**src/rtl/fcs_pkg.sv**
```systemverilog
package fcs_pkg;
    typedef enum logic [2:0] {ST_BG, ST_FG, ST_GO, ST_HDR, ST_RUN} seq_st_e;
    typedef enum logic [1:0] {PK_IDLE, PK_USER, PK_CTRL} pk_e;

    localparam logic [3:0] TYPE_IMG  = 4'd0;
    localparam logic [3:0] TYPE_CTRL = 4'd15;
    localparam logic [1:0] MODE_SHOW = 2'd1;
    localparam logic [1:0] MODE_HIDE = 2'd2;

    function automatic logic mode_active(input logic [1:0] m);
        return (m == MODE_SHOW) || (m == MODE_HIDE);
    endfunction
endpackage

```
**src/rtl/fcs_regbank.sv**
```systemverilog
module fcs_regbank #(
    parameter int NUM_FG = 3,
    parameter int CW     = 12,
    parameter int AW     = 3
) (
    input  logic                 clk,
    input  logic                 rst_n,
    input  logic                 wr,
    input  logic [AW-1:0]        addr,
    input  logic [31:0]          wdata,
    input  logic                 sts_i,
    output logic [31:0]          rdata,
    output logic                 go_o,
    output logic [2*NUM_FG-1:0]  mode_o,
    output logic [NUM_FG*CW-1:0] x_o,
    output logic [NUM_FG*CW-1:0] y_o
);
    typedef struct packed {
        logic                 go;
        logic [2*NUM_FG-1:0]  mode;
        logic [NUM_FG*CW-1:0] x;
        logic [NUM_FG*CW-1:0] y;
    } rb_s;

    rb_s q, d;
    logic unused_wbits;
    assign unused_wbits = ^wdata;

    always_comb begin
        d     = q;
        rdata = '0;
        if (addr == AW'(0)) begin
            rdata[0] = q.go;
            if (wr) d.go = wdata[0];
        end
        if (addr == AW'(1)) rdata[0] = sts_i;
        for (int k = 0; k < NUM_FG; k++) begin
            if (int'(addr) == 2 + 2 * k) begin
                rdata[1:0] = q.mode[2*k +: 2];
                if (wr) d.mode[2*k +: 2] = wdata[1:0];
            end
            if (int'(addr) == 3 + 2 * k) begin
                rdata[CW-1:0]  = q.x[k*CW +: CW];
                rdata[16 +: CW] = q.y[k*CW +: CW];
                if (wr) begin
                    d.x[k*CW +: CW] = wdata[CW-1:0];
                    d.y[k*CW +: CW] = wdata[16 +: CW];
                end
            end
        end
    end

    always_ff @(posedge clk or negedge rst_n) begin
        if (!rst_n) q <= '0;
        else        q <= d;
    end

    assign go_o   = q.go;
    assign mode_o = q.mode;
    assign x_o    = q.x;
    assign y_o    = q.y;
endmodule

```
**src/rtl/fcs_lane_mux.sv**
```systemverilog
module fcs_lane_mux #(
    parameter int NUM_FG = 3,
    parameter int DW     = 16,
    parameter int IW     = 2
) (
    input  logic [IW-1:0]        sel,
    input  logic [NUM_FG-1:0]    v_i,
    input  logic [NUM_FG*DW-1:0] data_i,
    input  logic [NUM_FG-1:0]    sop_i,
    input  logic [NUM_FG-1:0]    eop_i,
    input  logic                 rdy_i,
    output logic                 v_o,
    output logic [DW-1:0]        data_o,
    output logic                 sop_o,
    output logic                 eop_o,
    output logic [NUM_FG-1:0]    rdy_o
);
    for (genvar k = 0; k < NUM_FG; k++) begin : g_rdy
        assign rdy_o[k] = rdy_i && (sel == IW'(k));
    end

    always_comb begin
        v_o    = 1'b0;
        data_o = '0;
        sop_o  = 1'b0;
        eop_o  = 1'b0;
        for (int k = 0; k < NUM_FG; k++) begin
            if (sel == IW'(k)) begin
                v_o    = v_i[k];
                data_o = data_i[k*DW +: DW];
                sop_o  = sop_i[k];
                eop_o  = eop_i[k];
            end
        end
    end
endmodule

```
**src/rtl/frame_ctl_seq.sv**
```systemverilog
module frame_ctl_seq
    import fcs_pkg::*;
#(
    parameter int NUM_FG = 3,
    parameter int DW     = 16,
    parameter int CW     = 12,
    parameter int AW     = $clog2(2 * NUM_FG + 2)
) (
    input  logic                 clk,
    input  logic                 rst_n,
    input  logic                 reg_wr,
    input  logic [AW-1:0]        reg_addr,
    input  logic [31:0]          reg_wdata,
    output logic [31:0]          reg_rdata,
    input  logic                 bg_valid,
    output logic                 bg_ready,
    input  logic [DW-1:0]        bg_data,
    input  logic                 bg_sop,
    input  logic                 bg_eop,
    input  logic [NUM_FG-1:0]    fg_valid,
    output logic [NUM_FG-1:0]    fg_ready,
    input  logic [NUM_FG*DW-1:0] fg_data,
    input  logic [NUM_FG-1:0]    fg_sop,
    input  logic [NUM_FG-1:0]    fg_eop,
    output logic                 out_valid,
    input  logic                 out_ready,
    output logic [DW-1:0]        out_data,
    output logic                 out_sop,
    output logic                 out_eop,
    output logic                 frame_start,
    input  logic                 frame_end,
    output logic [2*NUM_FG-1:0]  act_mode,
    output logic [NUM_FG*CW-1:0] act_x,
    output logic [NUM_FG*CW-1:0] act_y,
    output logic [NUM_FG*CW-1:0] act_w,
    output logic [NUM_FG*CW-1:0] act_h
);
    localparam int IW = (NUM_FG > 1) ? $clog2(NUM_FG) : 1;

    typedef struct packed {
        seq_st_e              st;
        logic [IW-1:0]        lane;
        pk_e                  pk;
        logic [1:0]           widx;
        logic                 sts;
        logic                 start;
        logic [2*NUM_FG-1:0]  mode;
        logic [NUM_FG*CW-1:0] x;
        logic [NUM_FG*CW-1:0] y;
        logic [NUM_FG*CW-1:0] w;
        logic [NUM_FG*CW-1:0] h;
    } seq_s;

    seq_s q, d;

    logic                 go_w, sts_w;
    logic [2*NUM_FG-1:0]  sw_mode;
    logic [NUM_FG*CW-1:0] sw_x, sw_y;
    logic                 ln_v, ln_sop, ln_eop, ln_rdy;
    logic [DW-1:0]        ln_data;
    logic                 adv;

    assign sts_w = q.sts;

    fcs_regbank #(.NUM_FG(NUM_FG), .CW(CW), .AW(AW)) u_regs (
        .clk(clk), .rst_n(rst_n), .wr(reg_wr), .addr(reg_addr), .wdata(reg_wdata),
        .sts_i(sts_w), .rdata(reg_rdata), .go_o(go_w), .mode_o(sw_mode),
        .x_o(sw_x), .y_o(sw_y)
    );

    fcs_lane_mux #(.NUM_FG(NUM_FG), .DW(DW), .IW(IW)) u_mux (
        .sel(q.lane), .v_i(fg_valid), .data_i(fg_data), .sop_i(fg_sop), .eop_i(fg_eop),
        .rdy_i(ln_rdy), .v_o(ln_v), .data_o(ln_data), .sop_o(ln_sop), .eop_o(ln_eop),
        .rdy_o(fg_ready)
    );

    always_comb begin
        d         = q;
        d.start   = 1'b0;
        bg_ready  = 1'b0;
        out_valid = 1'b0;
        out_data  = '0;
        out_sop   = 1'b0;
        out_eop   = 1'b0;
        ln_rdy    = 1'b0;
        adv       = 1'b0;
        case (q.st)
            ST_BG: begin
                if (bg_valid && bg_sop && bg_data[3:0] == TYPE_IMG) begin
                    bg_ready = 1'b1;
                    d.mode   = sw_mode;
                    d.lane   = '0;
                    d.pk     = PK_IDLE;
                    d.st     = ST_FG;
                end else begin
                    out_valid = bg_valid;
                    out_data  = bg_data;
                    out_sop   = bg_sop;
                    out_eop   = bg_eop;
                    bg_ready  = out_ready;
                end
            end
            ST_FG: begin
                if (!mode_active(q.mode[2*q.lane +: 2])) begin
                    adv = 1'b1;
                end else begin
                    case (q.pk)
                        PK_IDLE: begin
                            if (ln_v && ln_sop && ln_data[3:0] == TYPE_IMG) begin
                                ln_rdy = 1'b1;
                                adv    = 1'b1;
                            end else if (ln_v && ln_sop && ln_data[3:0] == TYPE_CTRL) begin
                                ln_rdy = 1'b1;
                                d.widx = 2'd1;
                                if (!ln_eop) d.pk = PK_CTRL;
                            end else if (ln_v && ln_sop) begin
                                out_valid = 1'b1;
                                out_data  = ln_data;
                                out_sop   = 1'b1;
                                out_eop   = ln_eop;
                                ln_rdy    = out_ready;
                                if (out_ready && !ln_eop) d.pk = PK_USER;
                            end else begin
                                ln_rdy = 1'b1;
                            end
                        end
                        PK_USER: begin
                            out_valid = ln_v;
                            out_data  = ln_data;
                            out_eop   = ln_eop;
                            ln_rdy    = out_ready;
                            if (ln_v && out_ready && ln_eop) d.pk = PK_IDLE;
                        end
                        default: begin
                            ln_rdy = 1'b1;
                            if (ln_v) begin
                                if (q.widx == 2'd1) d.w[q.lane*CW +: CW] = ln_data[CW-1:0];
                                if (q.widx == 2'd2) d.h[q.lane*CW +: CW] = ln_data[CW-1:0];
                                if (q.widx != 2'd3) d.widx = q.widx + 2'd1;
                                if (ln_eop) d.pk = PK_IDLE;
                            end
                        end
                    endcase
                end
                if (adv) begin
                    d.pk = PK_IDLE;
                    if (q.lane == IW'(NUM_FG - 1)) d.st = ST_GO;
                    else d.lane = q.lane + IW'(1);
                end
            end
            ST_GO: begin
                if (go_w) begin
                    d.sts = 1'b1;
                    d.x   = sw_x;
                    d.y   = sw_y;
                    d.st  = ST_HDR;
                end
            end
            ST_HDR: begin
                out_valid = 1'b1;
                out_sop   = 1'b1;
                if (out_ready) begin
                    d.start = 1'b1;
                    d.st    = ST_RUN;
                end
            end
            ST_RUN: begin
                if (frame_end) begin
                    d.sts = 1'b0;
                    d.st  = ST_BG;
                end
            end
            default: d.st = ST_BG;
        endcase
    end

    always_ff @(posedge clk or negedge rst_n) begin
        if (!rst_n) q <= '0;
        else        q <= d;
    end

    assign frame_start = q.start;
    assign act_mode    = q.mode;
    assign act_x       = q.x;
    assign act_y       = q.y;
    assign act_w       = q.w;
    assign act_h       = q.h;
endmodule

```
**config.mk**
```make
export PLATFORM = sky130hd
export DESIGN_NAME = frame_ctl_seq
export DESIGN_NICKNAME = d
export VERILOG_FILES = /design/src/rtl/fcs_pkg.sv /design/src/rtl/fcs_regbank.sv /design/src/rtl/fcs_lane_mux.sv /design/src/rtl/frame_ctl_seq.sv
export SDC_FILE = /design/constraint.sdc
export NUM_CORES = 1
export LEC_CHECK = 0
export ABC_AREA = 1
export BUFFER_PORTS_ARGS = -buffer_cell sky130_fd_sc_hd__buf_2
export CAP_MARGIN = 5
export CORE_MARGIN = 3
export CORE_UTILIZATION = 40
export CTS_CLUSTER_DIAMETER = 50
export DETAILED_ROUTE_END_ITERATION = 16
export SETUP_SLACK_MARGIN = 0.15
export SYNTH_ARGS = -nofsm -noshare
export SYNTH_HDL_FRONTEND = slang
export SYNTH_SLANG_ARGS = --single-unit
```
**constraint.sdc**
```tcl
create_clock -name clk -period 7.09 [get_ports clk]
set_input_delay 1.418 -clock clk [delete_from_list [all_inputs] [get_ports clk]]
set_output_delay 1.418 -clock clk [all_outputs]
set_load 0.01 [all_outputs]
```
; ---- Word-level counts from Yosys, hierarchy flattened
; Index checks and enable logic that the tools add are counted.
[classes]
addsub = 3
multipliers = 1
eq_ne = 37
shifts = 3
mux = 89
bitwise_logic = 2
reduce_logical = 40
[op_table]
columns = operator, n
row1 = $mux 16, 8
row2 = $bwmux 36, 2
row3 = $mux 12, 6
row4 = $pmux 16 s2, 2
row5 = $mux 1, 39
row6 = $shift 12x34->36 const A, 1
row7 = $shiftx 12x34->36, 1
row8 = $neg 6->34, 1
row9 = $mux 2, 12
row10 = $ne 2x2->1 const B, 9
row11 = $reduce_and 2->1, 9
row12 = $eq 3x3->1 const B, 5
row13 = $ne 5x5->1 const B, 3
row14 = $pmux 3 s5, 1
row15 = $mux 7, 2
row16 = $mux 3, 4
row17 = $mux 4, 3
row18 = $logic_and 1x1->1, 11
row19 = $ne 5x3->1 const B, 2
row20 = $pmux 1 s2, 5
row21 = $reduce_and 10->1, 1
row22 = $reduce_and 5->1, 2
row23 = $eq 3x1->1 const B, 3
row24 = $eq 3x2->1 const B, 3
row25 = other kinds (24), 40
[word_totals]
reg_bits = 240
input_bits = 116
output_inout_bits = 206
word_cells = 196

; ---- Logic depth before layout (Yosys ltp)
[logic_depth]
ltp_word = 14
mapped_depth = 16
ltp_nobuf = 15

; ---- By module
; A second synthesis with hierarchy kept.
[hier_totals]
cells_unflattened = 1613
hier_area_um2 = 12882.4
[modules_own_cells]
columns = module, n_inst, cells_each, area_each_um2, seq_area_each_um2
row1 = frame_ctl_seq, 1, 1091, 8837.2, 4028.9
row2 = fcs_regbank, 1, 430, 3579.7, 1976.9
row3 = fcs_lane_mux, 1, 92, 465.4, 0.0

; ---- Worst setup path before layout
; OpenSTA, ideal clock, no wires.
[synth_path]
path_type = input-to-output
start = in fg_data[34]
end = out out_data[10]
arrival_time_ps = 2487
required_time_ps = 5672
setup_slack_ps = 3185
path_stages = 9
n_path_buf = 1
cell_sequence = or2_1 -> nand2_1 -> nor2_1 -> nand2_1 -> nand3_1 -> nand2_1 -> nand3_2 -> buf_6 -> o21ai_2
[synth_between]
elab_chain_len = 8
elab_cells_between_ends = 10
cone_classes = eq/ne: 1 / mux: 6 / reduce/logical: 3
[synth_rtl]
columns = element, line_no
row1 = from (decl), frame_ctl_seq.sv:22  ; input logic [NUM_FG*DW-1:0] fg_data,
row2 = $mux 16 *, fcs_lane_mux.sv:28  ; if (sel == IW'(k)) begin
row3 = $eq 4x4->1, frame_ctl_seq.sv:112  ; end else if (ln_v && ln_sop && ln_data[3:0] == TYPE_CTRL) begin
row4 = $logic_and 1x1->1, frame_ctl_seq.sv:112
row5 = $mux 16, frame_ctl_seq.sv:112
row6 = $mux 16 *, frame_ctl_seq.sv:109  ; if (ln_v && ln_sop && ln_data[3:0] == TYPE_IMG) begin
row7 = $pmux 16 s2 *, frame_ctl_seq.sv:107  ; case (q.pk)
row8 = $mux 16 *, frame_ctl_seq.sv:104  ; if (!mode_active(q.mode[2*q.lane +: 2])) begin
row9 = $pmux 16 s2 *, frame_ctl_seq.sv:87  ; case (q.st)
row10 = to (decl), frame_ctl_seq.sv:27  ; output logic [DW-1:0] out_data,
; Mark *: on every way between the ends. The rest lies on a longest branch, timed or not.

; ---- Worst setup path after layout
[layout_path]
start = reg q[156] in the netlist's numbering
end = out out_data[9]
[layout_between]
elab_chain_len = 11
elab_cells_between_ends = 27
cone_classes = eq/ne: 5 / shift: 1 / mux: 15 / reduce/logical: 6
[layout_rtl]
columns = element, line_no
row1 = from (decl), frame_ctl_seq.sv:54  ; seq_s q, d;
row2 = from (signal assigned), frame_ctl_seq.sv:178  ; if (!rst_n) q <= '0;
row3 = from (signal assigned), frame_ctl_seq.sv:179  ; else q <= d;
row4 = $logic_not 2->1, fcs_lane_mux.sv:28
row5 = $mux 16 or $mux 1 (tied branches) (3 in a row), fcs_lane_mux.sv:28
row6 = $eq 4x4->1 or $logic_and 1x1->1 (tied branches), "frame_ctl_seq.sv:112, frame_ctl_seq.sv:109, frame_ctl_seq.sv:116"
row7 = $logic_and 1x1->1 or $mux 16 (tied branches), "frame_ctl_seq.sv:112, frame_ctl_seq.sv:116"
row8 = $mux 16, frame_ctl_seq.sv:112
row9 = $mux 16, frame_ctl_seq.sv:109
row10 = $pmux 16 s2, frame_ctl_seq.sv:107
row11 = $mux 16 *, frame_ctl_seq.sv:104
row12 = $pmux 16 s2 *, frame_ctl_seq.sv:87
; Marked as above.

==> flow_summary_export.csv <==
group,metric,value,unit
logic_synthesis,synth_edf_count,0,
logic_synthesis,yosysUniqueCellTypes,46,
clock_network,cts_root_buffer,"clkbuf_16",
worst_setup_path,crit_path_end_kind,"primary output",
logic_synthesis,ys_async_sr_fraction,100,%
sta,clock.fmax,176,MHz
clock_network,clk_pin_slew,0.05,ns
place,dp_hpwl,24400,um
floorplanning,fp.dieH,182,um
logic_synthesis,ys.warnings.count,0,
routing,drt_wl_total,34000,um
sta,timing.final.ws_setup,1.42,ns
finish,synthToLayoutAreaGrowth,15.0,%
worst_setup_path,rr_startpoint,"q[156]",
floorplanning,pin_count,322,
worst_setup_path,crit_slowest_cell,"ha_1",
floorplanning,core_area,0.0300,sq mm
clock_network,clock_latency,0.50,ns
worst_setup_path,worst_path_most_repeated_cell,"nand2_1",
job,cap_viol_max_count,0,
sta,finalHoldViolations,0,
finish,fillers,2994,
sta,setup_viol,0,
worst_setup_path,cp.required,5.67,ns
grt,grt_antenna_before_repair,6,
routing,drt_first_pass_iters,5,
finish,design_area,0.0142,sq mm
clock_network,cts_buffer_depth,3,
logic_synthesis,synthFlopType,"dfrtp_1",
logic_synthesis,synth_area,0.0124,sq mm
routing,wl_per_cell,16.7,um
sta,rsz0062_at_grt,"no",
sta,period_needed,5.67,ns
sta,relSlewSlack,27.7,%
worst_setup_path,crit_buf_inv,4,
grt,grt_pass1_wl,54400,um
clock_network,hold_buffers,0,
worst_setup_path,path_cells,"inv_4 -> ha_1 -> inv_2 -> or2_1 -> nand2_1 -> nor2_1 -> nand2_1 -> nand3_1 -> nand2_1 -> nand3_2 -> inv_2 -> nand2_1 -> nand2_1 -> buf_2",
logic_synthesis,synth_top_cell_by_area,"dfrtp_1",
finish,nNetsFinal,1746,
sta,skew,0.0237,ns
floorplanning,design.die.area,0.0331,sq mm
floorplanning,die_x,182,um
routing,drc,0,
logic_synthesis,yosys_register_bits,240,
worst_setup_path,cp-start-kind,"flip-flop",
worst_setup_path,reg2reg_to,"act_w[10]",
routing,vias_per_cell,4.87,
worst_hold_path,hp-class,"flip-flop to flip-flop",
routing,vias,9913,
worst_setup_path,crit_path_max_fanout,25,
clock_network,cts-buffers-inserted,35,
clock_network,htree_num_levels,2,
routing,antenna_left,0,
clock_network,cts_tree,"yes",
logic_synthesis,synth_top_cell_area_share,48.5,%
floorplanning,row_count,63,
place,gp_congestion,0.904,
finish,drive_above_1_share,27.8,%
worst_setup_path,rrSetupSlack,3.31,ns
worst_setup_path,slowest_delay,0.69,ns
clock_network,cts_resized,0,
worst_setup_path,rr_worst_depth,11,
sta,worst_pin_slew,1.08,ns
worst_setup_path,crit_cells,14,
clock_network,post_cts_buffers,0,
logic_synthesis,synth_area_leaders,"dfrtp_1 (49%), nand2_1 (14%), buf_4 (9.9%), o21ai_0 (6.1%), inv_1 (3.7%)",
place,placed_cell_area,0.0130,sq mm
sta,min_period_over_period,79.9,%
grt,overflow,0,
grt,track_usage,20.3,%
pwr,peakVddDrop,0.176,mV
worst_setup_path,arrival,4.25,ns
grt,grt_start_max_net_pins,138,
grt,grt_pass1_vias,9918,
sta,maxSlewViolCount,0,
worst_setup_path,startpoint,"q[156]",
sta,hold_slack,0.463,ns
worst_setup_path,worstSetupEndpoint,"out_data[9]",
clock_network,clock-sinks,240,
sta,finalSetupTns,0,ns
pwr,leakagePower,7.74,nW
run_status,run_status,"finished, final reports clean",
floorplanning,initial_core_util,41.2,%
routing,initialDrtViolationCount,524,
place,post-place-ws,1.88,ns
logic_synthesis,synth_seq_area_share,48.5,%
place,io_buffers,305,
worst_setup_path,critPathTopFamily,"simple AND/OR/NAND/NOR gates",
logic_synthesis,synth_cells,1479,
logic_synthesis,avgSynthCellArea,8.37,sq um
pwr,power_density,393,mW/mm^2
worst_setup_path,crit_type,"flip-flop to primary output",
-- registers in the layout (all words and copies together), names as in the netlist --
signal and flops:
frame_start 1, u_regs.x_o 36, u_regs.y_o 36, u_regs.mode_o 6
act_mode 6, u_regs.go_o 1, sts_w 1, act_y 36
q 9, act_h 36, act_w 36, act_x 36
-- cell usage after synthesis (2+ instances only) --
library cell and number:
nand3_2 3, mux2_2 30, o31ai_1 2, a21oi_2 3, inv_2 7, buf_4 164
a21boi_0 2, nor2_1 56, nor3_1 6, clkinv_1 2, o221ai_1 22, o211ai_1 2
o21ai_2 9, o22ai_2 2, clkbuf_1 27, or2_2 8, buf_2 15, nand2_1 464
buf_6 5, a22oi_1 10, or2_1 4, ha_1 9, xor2_1 2, nand3_1 46
o21ai_1 13, a21oi_1 17, o21a_1 2, o21ai_0 151, dfrtp_1 240, nor2_4 3
nand2_2 9, nor2_2 5, inv_1 121, nand4_1 6
-- cell usage in the layout (no fill, tap or decap), types with 5 or more instances in the layout --
| master | synthesis | layout |
|---|---|---|
| inv_8 | 0 | 5 |
| nor2_2 | 5 | 6 |
| o21ai_2 | 9 | 9 |
| clkbuf_8 | 0 | 5 |
| nand4_1 | 6 | 6 |
| nor3_1 | 6 | 6 |
| conb_1 | 1 | 8 |
| ha_1 | 9 | 9 |
| buf_2 | 15 | 304 |
| o21ai_0 | 151 | 151 |
| o221ai_1 | 22 | 22 |
| or2_2 | 8 | 8 |
| clkbuf_16 | 0 | 35 |
| inv_1 | 121 | 121 |
| nand3_1 | 46 | 46 |
| nand2_2 | 9 | 10 |
| a21oi_1 | 17 | 17 |
| mux2_2 | 30 | 30 |
| nor2_1 | 56 | 55 |
| inv_2 | 7 | 7 |
| a22oi_1 | 10 | 10 |
| o21ai_1 | 13 | 13 |
| dfrtp_1 | 240 | 240 |
| nand2_1 | 464 | 462 |
-- metrics by stage --
stage          utilization [%]  cells  power (mW)
3_3_place_gp              43.4   1974        3.83
3_5_place_dp              43.4   1974        3.86
2_1_floorplan                -   1486        3.39
4_1_cts                   47.4   2035        5.67
5_1_grt                   47.4   2037        5.99
6_report                  47.4   2037        5.59
-- per-layer routing --
layer | vias up | part of all wire [%] | global-route usage, % | routed length [um]
li1 | 4849 | - | - | -
met1 | 4631 | 41 | 25.1 | 13800
met2 | 361 | 48 | 34.8 | 16300
met3 | 64 | 8.6 | 5.63 | 2920
met4 | 8 | 2.6 | 5.97 | 884
met5 | - | 0.13 | 0 | 45
-- layout make-up --
| type | instances | area [sq um] | share of cell area, % |
|---|---|---|---|
| Antenna cell | 2 | 5.00 | 0.0352 |
| Clock buffer | 42 | 952 | 6.69 |
| Clock inverter | 19 | 251 | 1.77 |
| Inverter | 131 | 494 | 3.47 |
| Multi-Input combinational cell | 903 | 4450 | 31.3 |
| Sequential cell | 240 | 6010 | 42.2 |
| Tap cell | 390 | 488 | 3.43 |
| Timing Repair Buffer | 310 | 1590 | 11.1 |
-- worst reg2reg max path: cells and delay by family (launching register included) --
family,cells,cell delay [ns]
simple gates,6,1.33
buf+inv,3,1.09
flops,1,0.63
fa+ha+maj,1,0.51
compound gates,1,0.08
-- report_power, final --
part,internal (mW),total [mW],leakage [nW],switching (mW)
Sequential,1.65,1.82,3.15,0.171
Combinational,0.654,2.00,4.00,1.35
Clock,1.12,1.77,0.582,0.650
-- worst min-delay path by stage --
stage | from | endpoint | slack (ns) | cells after the start
floorplan | act_h[0] | act_h[0] | 0.44 | 2
global placement | act_w[5] | act_w[5] | 0.45 | 2
detailed placement | act_h[4] | act_h[4] | 0.45 | 2
CTS | act_h[4] | act_h[4] | 0.47 | 2
global route | act_w[2] | act_w[2] | 0.49 | 2
finish | act_h[4] | act_h[4] | 0.46 | 2
-- logic make-up after synthesis --
family          after synthesis  share of synthesized area [%]
compound gates              237                           11.2
xor+xnor                      3                          0.212
fa+ha+maj                     9                          0.910
buf+inv                     343                           15.8
flops                       240                           48.5
mux                          32                           2.94
other cells                   1                         0.0303
simple gates                614                           20.3
Note: power is estimated with default switching activity, not from simulation.
